## config.mk

```make
export PLATFORM = sky130hd
export DESIGN_NAME = logmul_approx
export DESIGN_NICKNAME = d
export VERILOG_FILES = /design/src/rtl/logmul_pkg.sv /design/src/rtl/lead_one_detect.sv /design/src/rtl/mant_align.sv /design/src/rtl/antilog_shift.sv /design/src/rtl/logmul_approx.sv
export SDC_FILE = /design/constraint.sdc
export NUM_CORES = 1
export LEC_CHECK = 0
export BUFFER_PORTS_ARGS = -buffer_cell sky130_fd_sc_hd__buf_4
export CAP_MARGIN = 20
export CORE_MARGIN = 10
export CORE_UTILIZATION = 28
export CTS_BUF_LIST = sky130_fd_sc_hd__clkbuf_2 sky130_fd_sc_hd__clkbuf_4 sky130_fd_sc_hd__clkbuf_8
export DETAILED_ROUTE_END_ITERATION = 10
export PLACE_DENSITY_LB_ADDON = 0.15
export SLEW_MARGIN = 10
export SYNTH_ARGS = -nofsm -noshare
export SYNTH_HDL_FRONTEND = slang
export SYNTH_HIERARCHICAL = 1
export SYNTH_SLANG_ARGS = --single-unit
export TNS_END_PERCENT = 5
```

## constraint.sdc

```tcl
create_clock -name clk -period 0.97 [get_ports clk]
set_clock_uncertainty 0.2 [all_clocks]
set_input_delay 0.194 -clock clk [delete_from_list [all_inputs] [get_ports clk]]
set_output_delay 0.194 -clock clk [all_outputs]
set_load 0.1 [all_outputs]
```

## src/rtl/logmul_pkg.sv

```systemverilog
package logmul_pkg;

   // Which antilogarithm form produced the result
   typedef enum logic {
      PATH_BELOW_ONE = 1'b0,   // fraction sum < 1
      PATH_CARRY     = 1'b1    // fraction sum >= 1
   } antilog_path_e;

   // Index width for a WIDTH-bit operand (at least one bit)
   function automatic int idx_bits(input int width);
      return (width <= 2) ? 1 : $clog2(width);
   endfunction

endpackage

```

## src/rtl/lead_one_detect.sv

```systemverilog
module lead_one_detect #(
   parameter int WIDTH = 16,
   parameter int IDXW  = logmul_pkg::idx_bits(WIDTH)
) (
   input  logic [WIDTH-1:0] value,
   output logic [IDXW-1:0]  index,
   output logic             nonzero
);

   always_comb begin
      index   = '0;
      nonzero = 1'b0;
      for (int i = 0; i < WIDTH; i++) begin
         if (value[i]) begin
            index   = IDXW'(i);
            nonzero = 1'b1;
         end
      end
   end

endmodule

```

## src/rtl/mant_align.sv

```systemverilog
module mant_align #(
   parameter int WIDTH = 16,
   parameter int IDXW  = logmul_pkg::idx_bits(WIDTH),
   localparam int FRACW = WIDTH - 1
) (
   input  logic [WIDTH-1:0] value,
   input  logic [IDXW-1:0]  index,
   output logic [FRACW-1:0] frac
);

   logic [WIDTH-1:0] shifted;
   logic [IDXW:0]    lshift;

   always_comb begin
      lshift  = (IDXW+1)'(FRACW) - {1'b0, index};
      shifted = value << lshift;
      frac    = shifted[FRACW-1:0];
   end

endmodule

```

## src/rtl/antilog_shift.sv

```systemverilog
module antilog_shift #(
   parameter int WIDTH = 16,
   parameter int SHW   = 5,
   localparam int FRACW = WIDTH - 1,
   localparam int OUTW  = 2 * WIDTH,
   localparam int WIDEW = OUTW + WIDTH
) (
   input  logic [WIDTH-1:0] mword,
   input  logic [SHW-1:0]   shamt,
   output logic [OUTW-1:0]  result
);

   logic [WIDEW-1:0] wide;

   always_comb begin
      wide   = {{OUTW{1'b0}}, mword} << shamt;
      result = wide[FRACW +: OUTW];
   end

endmodule

```

## src/rtl/logmul_approx.sv

```systemverilog
module logmul_approx #(
   parameter int WIDTH   = 16,
   parameter bit OUT_REG = 1'b1,
   localparam int IDXW  = logmul_pkg::idx_bits(WIDTH),
   localparam int FRACW = WIDTH - 1,
   localparam int SHW   = IDXW + 1,
   localparam int OUTW  = 2 * WIDTH
) (
   input  logic              clk,
   input  logic              rst_n,
   input  logic              in_valid,
   input  logic [WIDTH-1:0]  op_a,
   input  logic [WIDTH-1:0]  op_b,
   output logic              out_valid,
   output logic [OUTW-1:0]   product
);
   import logmul_pkg::*;

   if (WIDTH < 2) begin : g_bad_width_lo
      $error("logmul_approx: WIDTH must be at least 2");
   end
   if (WIDTH > 64) begin : g_bad_width_hi
      $error("logmul_approx: WIDTH must not exceed 64");
   end

   logic [WIDTH-1:0] opnd   [2];
   logic [IDXW-1:0]  charac [2];
   logic [FRACW-1:0] frac   [2];
   logic             nz     [2];

   assign opnd[0] = op_a;
   assign opnd[1] = op_b;

   for (genvar g = 0; g < 2; g++) begin : g_operand
      lead_one_detect #(.WIDTH(WIDTH), .IDXW(IDXW)) i_lod (
         .value   (opnd[g]),
         .index   (charac[g]),
         .nonzero (nz[g])
      );
      mant_align #(.WIDTH(WIDTH), .IDXW(IDXW)) i_align (
         .value (opnd[g]),
         .index (charac[g]),
         .frac  (frac[g])
      );
   end

   logic [WIDTH-1:0] frac_sum;
   antilog_path_e    path;
   logic [WIDTH-1:0] mword;
   logic [SHW-1:0]   shamt;
   logic [OUTW-1:0]  approx;
   logic [OUTW-1:0]  comb_prod;

   always_comb begin
      frac_sum = {1'b0, frac[0]} + {1'b0, frac[1]};
      path     = antilog_path_e'(frac_sum[FRACW]);
      if (path == PATH_CARRY) begin
         mword = frac_sum;
      end else begin
         mword = {1'b1, frac_sum[FRACW-1:0]};
      end
      shamt = {1'b0, charac[0]} + {1'b0, charac[1]} + SHW'(frac_sum[FRACW]);
   end

   antilog_shift #(.WIDTH(WIDTH), .SHW(SHW)) i_antilog (
      .mword  (mword),
      .shamt  (shamt),
      .result (approx)
   );

   assign comb_prod = (nz[0] && nz[1]) ? approx : '0;

   if (OUT_REG) begin : g_reg_out
      always_ff @(posedge clk or negedge rst_n) begin
         if (!rst_n) begin
            out_valid <= 1'b0;
            product   <= '0;
         end else begin
            out_valid <= in_valid;
            if (in_valid) begin
               product <= comb_prod;
            end
         end
      end
   end else begin : g_comb_out
      assign out_valid = in_valid;
      assign product   = comb_prod;
   end

endmodule

```

==> summary.md, run 1 <==
| Metric | Value |
|---|---|
| Crit end category | `register` |
| Critical Path RT | `990 ps` |
| Ys Warns | `6` |
| Final WS setup | `-4549 ps` |
| Hold Path End | `product[1]` |
| Post-DR wirelength/cell | `16.57 microns` |
| Fin nets | `899` |
| Fillers | `1616` |
| HPWL Detailed | `about 14000 microns` |
| GRT Total Usage | `15.05%` |
| Placed cells | `1035` |
| Syn avg cell area | `8.115 sq um` |
| FF-to-FF Start | `product[8]` |
| Hold_ws | `-29.84 ps` |
| Clk_lat worst skew | `290 ps` |
| Multi-input logic area | `about 4000 sq um` |
| Final setup viols | `65` |
| Slew headroom | `between 50% and 60%` |
| Post-Place Cell Area | `6904 sq um` |
| Routability congestion estimate from global placement | `0.9596` |
| Count of hold-fix buffers inserted at cts | `1` |
| GR Overflow Total | `0` |
| CP Depth | `27` |
| Area share of the largest cell type after synthesis | `between 10% and 20%` |
| Worst-path clk slew | `80 ps` |
| Worst-path maximum fanout | `8` |
| Top cells by area, synth | `dfrtp_1, mux4_2, nand2_1` |
| Max-cap violations | `0` |
| Sequential share of the synthesized area | `between 15 and 20%` |
| Buffer and inverter count on the worst path | `7` |
| CTS tree | `done` |
| Reg-to-reg endpoint | `product[8]` |
| Die area | `22760 sq um` |
| Worst min path class | `in -> reg` |
| Kind of critical path | `in -> reg` |
| Synth Register Bits | `33` |
| Share of layout cells above drive strength 1 | `47.75%` |
| Largest net degree at the start of global routing | `34` |
| Post-Place Setup Slack | `-5255 ps` |
| CTS Root Cell | `clkbuf_8` |
| First-pass GRT wire length | `28230 microns` |
| Layout area overhead | `68.28%` |
| Final WL | `approximately 18000 microns` |
| Period utilization | `568.9%` |
| # port buffers | `67` |
| Die Width | `about 150 microns` |
| RSZ-0062 raised after global routing | `yes` |
| Hold Crit Depth | `2` |
| Max Clk Rate | `181.2 MHz` |
| CTS Buf Count | `5` |
| Most common cell in the synthesized netlist | `nand2_1` |
| Rows | `47` |
| Design area | `8070 sq um` |
| Leak pwr | `3.682 nW` |
| Final hold violations | `2` |
| Vias post-DR | `5417` |
| Top cells by count, synth | `nand2_1, nor2_1, o21ai_0` |
| TritonRoute pass-1 iters | `4` |
| Final min period | `5518 ps` |
| Synth Flop Type | `dfrtp_1` |
| Cell family with most CP delay | `compound AO/OA/AOI/OAI gates` |
| Post-synthesis cell type count | `65` |
| CTS Buffer Depth | `2` |
| Vias per std cell | `5.091` |
| Non-filler cells, final | `1064` |
| FF/Latch Area | `just over 800 sq um` |
| CP peak stage delay | `540 ps` |
| Asr flop ratio synth | `between 90% and 100%` |
| Failing checks | `negative hold slack, negative setup slack` |
| Max Slew Vio Count | `0` |
| CORE AREA | `16700 sq um` |
| Critical Path Source Type | `primary input` |
| R2R setup slack | `0 ps` |
| Clock Sinks | `33` |
| Pwr Density | `2555 nW/um^2` |
| Slew @ Worst Pin | `between 600 and 700 ps` |
| Worst Reg-to-Reg Cells | `3` |
| Post-synth EDFFs | `0` |
| Initial antenna violation count | `0` |
| Ports | `68` |
| Routed Antenna Nets | `0` |
| Crit-path slowest cell | `fa_2` |
| Worst Path Arrival | `5540 ps` |
| Status | `finished with violations` |
| Initial Util | `between 20 and 30%` |
| Area leader, netlist | `dfrtp_1` |
| Post-synthesis cell count | `591` |
| Antenna diodes | `0` |
| Number of global-route vias before repair | `around 5.5k` |
| Worst min-delay path startpoint | `in_valid` |
| 1st-iter DRT viols | `288` |
| Cell area after synthesis | `4796 sq um` |
| Max VDD drop | `0.001390 V` |
| Die Y-Extent | `150.9 microns` |
| Max H-tree Level | `2` |
| DRC | `0` |
## registers in the layout, indices dropped and copies added, names as in the netlist
signal / cells
out_valid: 1
product: 32
## routing by layer
metal,vias up,track usage [%],part of all wire (%)
met3,20,1.790,2.9
li1,2668,-,-
met2,112,27.33,52
met1,2617,18.58,43
met5,-,0,0
met4,0,3.272,2.0
## layout make-up
class | count | share of cell area [%]
tap | 220 | 3.411
timing repair buffer | 274 | 32.26
clock inverter | 3 | 0.8062
sequential | 33 | 10.25
inverter | 48 | 2.264
clock buffer | 5 | 0.8527
multi-input combinational | 481 | 50.16
## timing repair
item                                    in CTS  in global routing
hold endpoints to repair                    35                  2
pin swaps                                   17                 19
endpoints found under the setup margin      65                 66
resized for setup                          142                 60
setup buffers                               12                  5
cloned                                       2                  1
## report_power, final
| part | leakage (nW) | switching [mW] | internal, mW |
|---|---|---|---|
| logic | 3.19 | 8.97 | 7.80 |
| registers | 0.427 | 0.468 | 1.81 |
| clock network | 0.0681 | 0.556 | 1.02 |
| total | 3.68 | 9.99 | 10.6 |
## worst max-delay path by stage
stage                        start     endpoint
after floorplan           op_a[11]   product[6]
after global placement    op_a[11]  product[13]
after detailed placement  op_a[11]  product[13]
after CTS                  op_a[9]   product[2]
after global routing      op_b[11]  product[10]
final                      op_a[9]  product[10]
## stage by stage
stage / total power, mW / util [%] / setup TNS (ps)
CTS: 19.79 / 46.57 / -151820
global route: 21.81 / 48.32 / -158140
floorplan: 11.16 / - / -151460
finish: 20.62 / 48.32 / -149990
detailed placement: 16.00 / 41.34 / -164950
global placement: 15.94 / 41.34 / -161980
## cells in the final DEF, fill, tap and decap left out, types with 5 or more instances in the layout
cell type / count
a21o_1: 10
a21oi_1: 14
a21oi_2: 6
a21oi_4: 6
a31oi_1: 5
and2_1: 6
buf_12: 35
buf_4: 220
buf_6: 15
clkbuf_8: 5
conb_1: 5
dfrtp_1: 32
ha_1: 13
inv_1: 44
mux2_2: 7
mux2_4: 10
mux2i_1: 12
mux4_2: 34
nand2_1: 81
nand2b_1: 11
nand3_1: 14
nand4_1: 5
nor2_1: 49
nor2b_1: 8
nor3_1: 9
nor4_1: 8
o211ai_1: 6
o21ai_0: 29
o21ai_1: 18
o21ai_2: 6
o22ai_1: 9
xnor2_1: 10
## worst register-to-register path, delay by kind of cell (launching register included)
kind            cells  cell delay (ps)
flops               1              410
buf+inv             2              180
compound gates      1               60
## cell families (layout without fill, tap and decap cells)
kind of cell	count (synthesis)	in the layout	share of synthesized area, %
flip-flops	33	33	17.22
AO/OA/AOI/OAI	146	147	19.44
buffers and inverters	82	330	7.905
AND/OR/NAND/NOR	221	221	21.60
adder cells (fa/ha/maj)	21	21	5.948
other	1	5	0.07819
XOR/XNOR	16	16	2.922
multiplexers	71	71	24.89
No activity file was read; power rests on OpenSTA's default activity.
==> run 2, diff against run 1 <==
GPL_TIMING_DRIVEN = 0   (was default)
==> run 2 against run 1 <==
- sequential power is essentially flat
- the flow finishes with violations (negative setup slack)
- first-iteration DRC count is 26% higher
- largest power group unchanged
- setup slack got worse by 200 ps
==> summary.md, run 2 (synthesis gave the netlist of run 1 again) <==
| Metric | Value |
|---|---|
| First-pass GRT wire length | `27060 microns` |
| Fin nets | `800` |
| Most flops, register | `product` |
| Pwr Density | `2634 nW/um^2` |
| CTS Buf Count | `5` |
| Initial Util | `between 20% and 30%` |
| Layout area overhead | `52.75%` |
| Final setup viols | `65` |
| Initial antenna violation count | `0` |
| GR Overflow Total | `0` |
| GRT Total Usage | `14.55%` |
| Max Slew Vio Count | `0` |
| Routability congestion estimate from global placement | `0.9262` |
| Final min period | `about 5700 ps` |
| CTS tree | `done` |
| Commonest non-fill, non-tap cells in the layout | `buf_4, nand2_1, nor2_1` |
| Placed cells | `between 800 and 900` |
| Status | `finished with violations` |
| # port buffers | `67` |
| Logic pwr share | `81.2%` |
| P_sw | `9.881 mW` |
| Max reg flops | `32` |
| Slew headroom | `49.28%` |
| 1st-iter DRT viols | `362` |
| Die Y-Extent | `around 150 microns` |
| Final WL | `17260 microns` |
| Leak pwr | `3.132 nW` |
| Biggest regs | `product: 32 flops, out_valid: 1 flops` |
| Fillers | `1656` |
| Pwr Total | `19.29 mW` |
| Most common cell after layout, fill and taps aside | `buf_4` |
| Kind of critical path | `in -> reg` |
| Failing checks | `negative setup slack` |
| RSZ-0062 raised after global routing | `yes` |
| Post-DR wirelength/cell | `17.89 microns` |
| Antenna diodes | `0` |
| Sequential share of power | `11.8%` |
| Non-filler cells, final | `a little under 1k` |
| Worst-path maximum fanout | `9` |
| Clk_lat worst skew | `280 ps` |
| Slew @ Worst Pin | `754.3 ps` |
| Clock share of power | `7.0%` |
| Ports | `68` |
| Max-cap violations | `0` |
| Crit end category | `register` |
| Die area | `22760 sq um` |
| Vias per std cell | `between 5 and 6` |
| Vias post-DR | `5156` |
| Worst Path Arrival | `5670 ps` |
| DRC | `0` |
| Max H-tree Level | `2` |
| Die Width | `between 150 and 200 microns` |
| FF/Latch Area | `825.8 sq um` |
| CTS Buffer Depth | `2` |
| Max VDD drop | `0.001755 V` |
| Final hold violations | `0` |
| Largest net degree at the start of global routing | `34` |
| Share of layout cells above drive strength 1 | `between 40 and 50%` |
| Worst-path clk slew | `around 70 ps` |
| Period utilization | `589.3%` |
| Critical Path RT | `920 ps` |
| CORE AREA | `16700 sq um` |
| Multi-input logic area | `4086 sq um` |
| Sw Ratio | `51.21%` |
| HPWL Detailed | `12770 microns` |
| Clock Sinks | `33` |
| TritonRoute pass-1 iters | `5` |
| Number of global-route vias before repair | `5070` |
| Final WS setup | `-4746 ps` |
| CTS Root Cell | `clkbuf_8` |
| Critical Path Source Type | `primary input` |
| Routed Antenna Nets | `0` |
| P_int | `9.413 mW` |
| R2R setup slack | `approximately 50 ps` |
| Worst min path class | `in -> reg` |
| Rows | `47` |
| Max Clk Rate | `between 150 and 200 MHz` |
## run 2: cell count changes in the layout (fill, tap and decap cells not counted), moves of 5 or more
cell      change
buf_2         +7
o21ai_0       -6
o21ai_1       +5
buf_8         +8
buf_4       -126
clkbuf_1     +10
## run 2: final cells by class
class                           instances  area share (%)
Buffer                                 32           3.245
Clock buffer                            7           1.230
Clock inverter                          1          0.4099
Inverter                               48           2.477
Multi-Input combinational cell        480           55.78
Sequential cell                        33           11.27
Tap cell                              220           3.757
Timing Repair Buffer                  144           21.83
## run 2: repair_timing
item                                    4_1_cts  5_1_grt
endpoints found under the setup margin       65       72
endpoints found under the hold margin        35        0
setup buffers                                61       16
gates resized for setup                     155       93
gates cloned                                  1        0
pin swaps                                    34       28
hold buffers                                  2        0
## run 2: layer usage
| metal | GRT usage (%) | up-vias | part of all wire (%) |
|---|---|---|---|
| met1 | 19.35 | 2521 | 44 |
| met4 | 2.262 | 0 | 1.9 |
| li1 | - | 2457 | - |
| met5 | 0 | - | 0 |
| met3 | 1.969 | 22 | 4.4 |
| met2 | 24.93 | 156 | 50 |
## run 2: power by group through the flow
stage / Sequential (mW) / Clock [mW] / Combinational (mW)
after global placement: 2.05 / 0 / 11.9
after global routing: 2.34 / 1.47 / 16.5
after floorplan: 5.18 / 0 / 5.99
final: 2.28 / 1.36 / 15.7
after detailed placement: 2.07 / 0 / 11.9
after CTS: 2.27 / 1.39 / 14.3
## run 2: stage by stage
| stage | instance area [sq um] | setup TNS [ps] | worst slack (ps) | util, % | hold WS, ps |
|---|---|---|---|---|---|
| 2_1_floorplan | 4880 | -151460 | -4559 | - | -301.6 |
| 3_3_place_gp | 5658 | -181220 | -5834 | 33.88 | -47.82 |
| 3_5_place_dp | 5658 | -180600 | -5787 | 33.88 | -38.50 |
| 4_1_cts | 6922 | -160640 | -4818 | 41.44 | -0.7404 |
| 5_1_grt | 7326 | -164480 | -4939 | 43.86 | 32.56 |
| 6_report | 7326 | -156950 | -4746 | 43.86 | 2.715 |
## run 2: path summary, 6_finish.rpt
check	cells after the start	from	end
worst max register to register	2	product[27]	product[27]
min in group asynchronous	2	rst_n	product[13]
worst min register to register	2	product[23]	product[23]
worst max-delay path	28	op_b[11]	product[2]
worst min-delay path	2	in_valid	product[31]
max in group asynchronous	2	rst_n	product[2]
## run 2: worst max-delay path, stage by stage
cell      delay (ps)
buf_8            100
or3b_1           380
a311oi_2         320
a31oi_4           70
buf_6            150
buf_6            110
mux4_2           460
a22oi_2          230
o21ai_2          100
ha_4             310
and3_4           210
nand3_4           80
a211oi_4         290
o31ai_4          120
a21oi_4          200
fa_2             260
inv_2             40
fa_2             520
inv_2             40
buf_8            140
buf_8            150
buf_6            120
a211o_1          280
a32oi_4          250
mux2i_1          130
mux2_2           280
nand2_1           50
o21ai_0           70
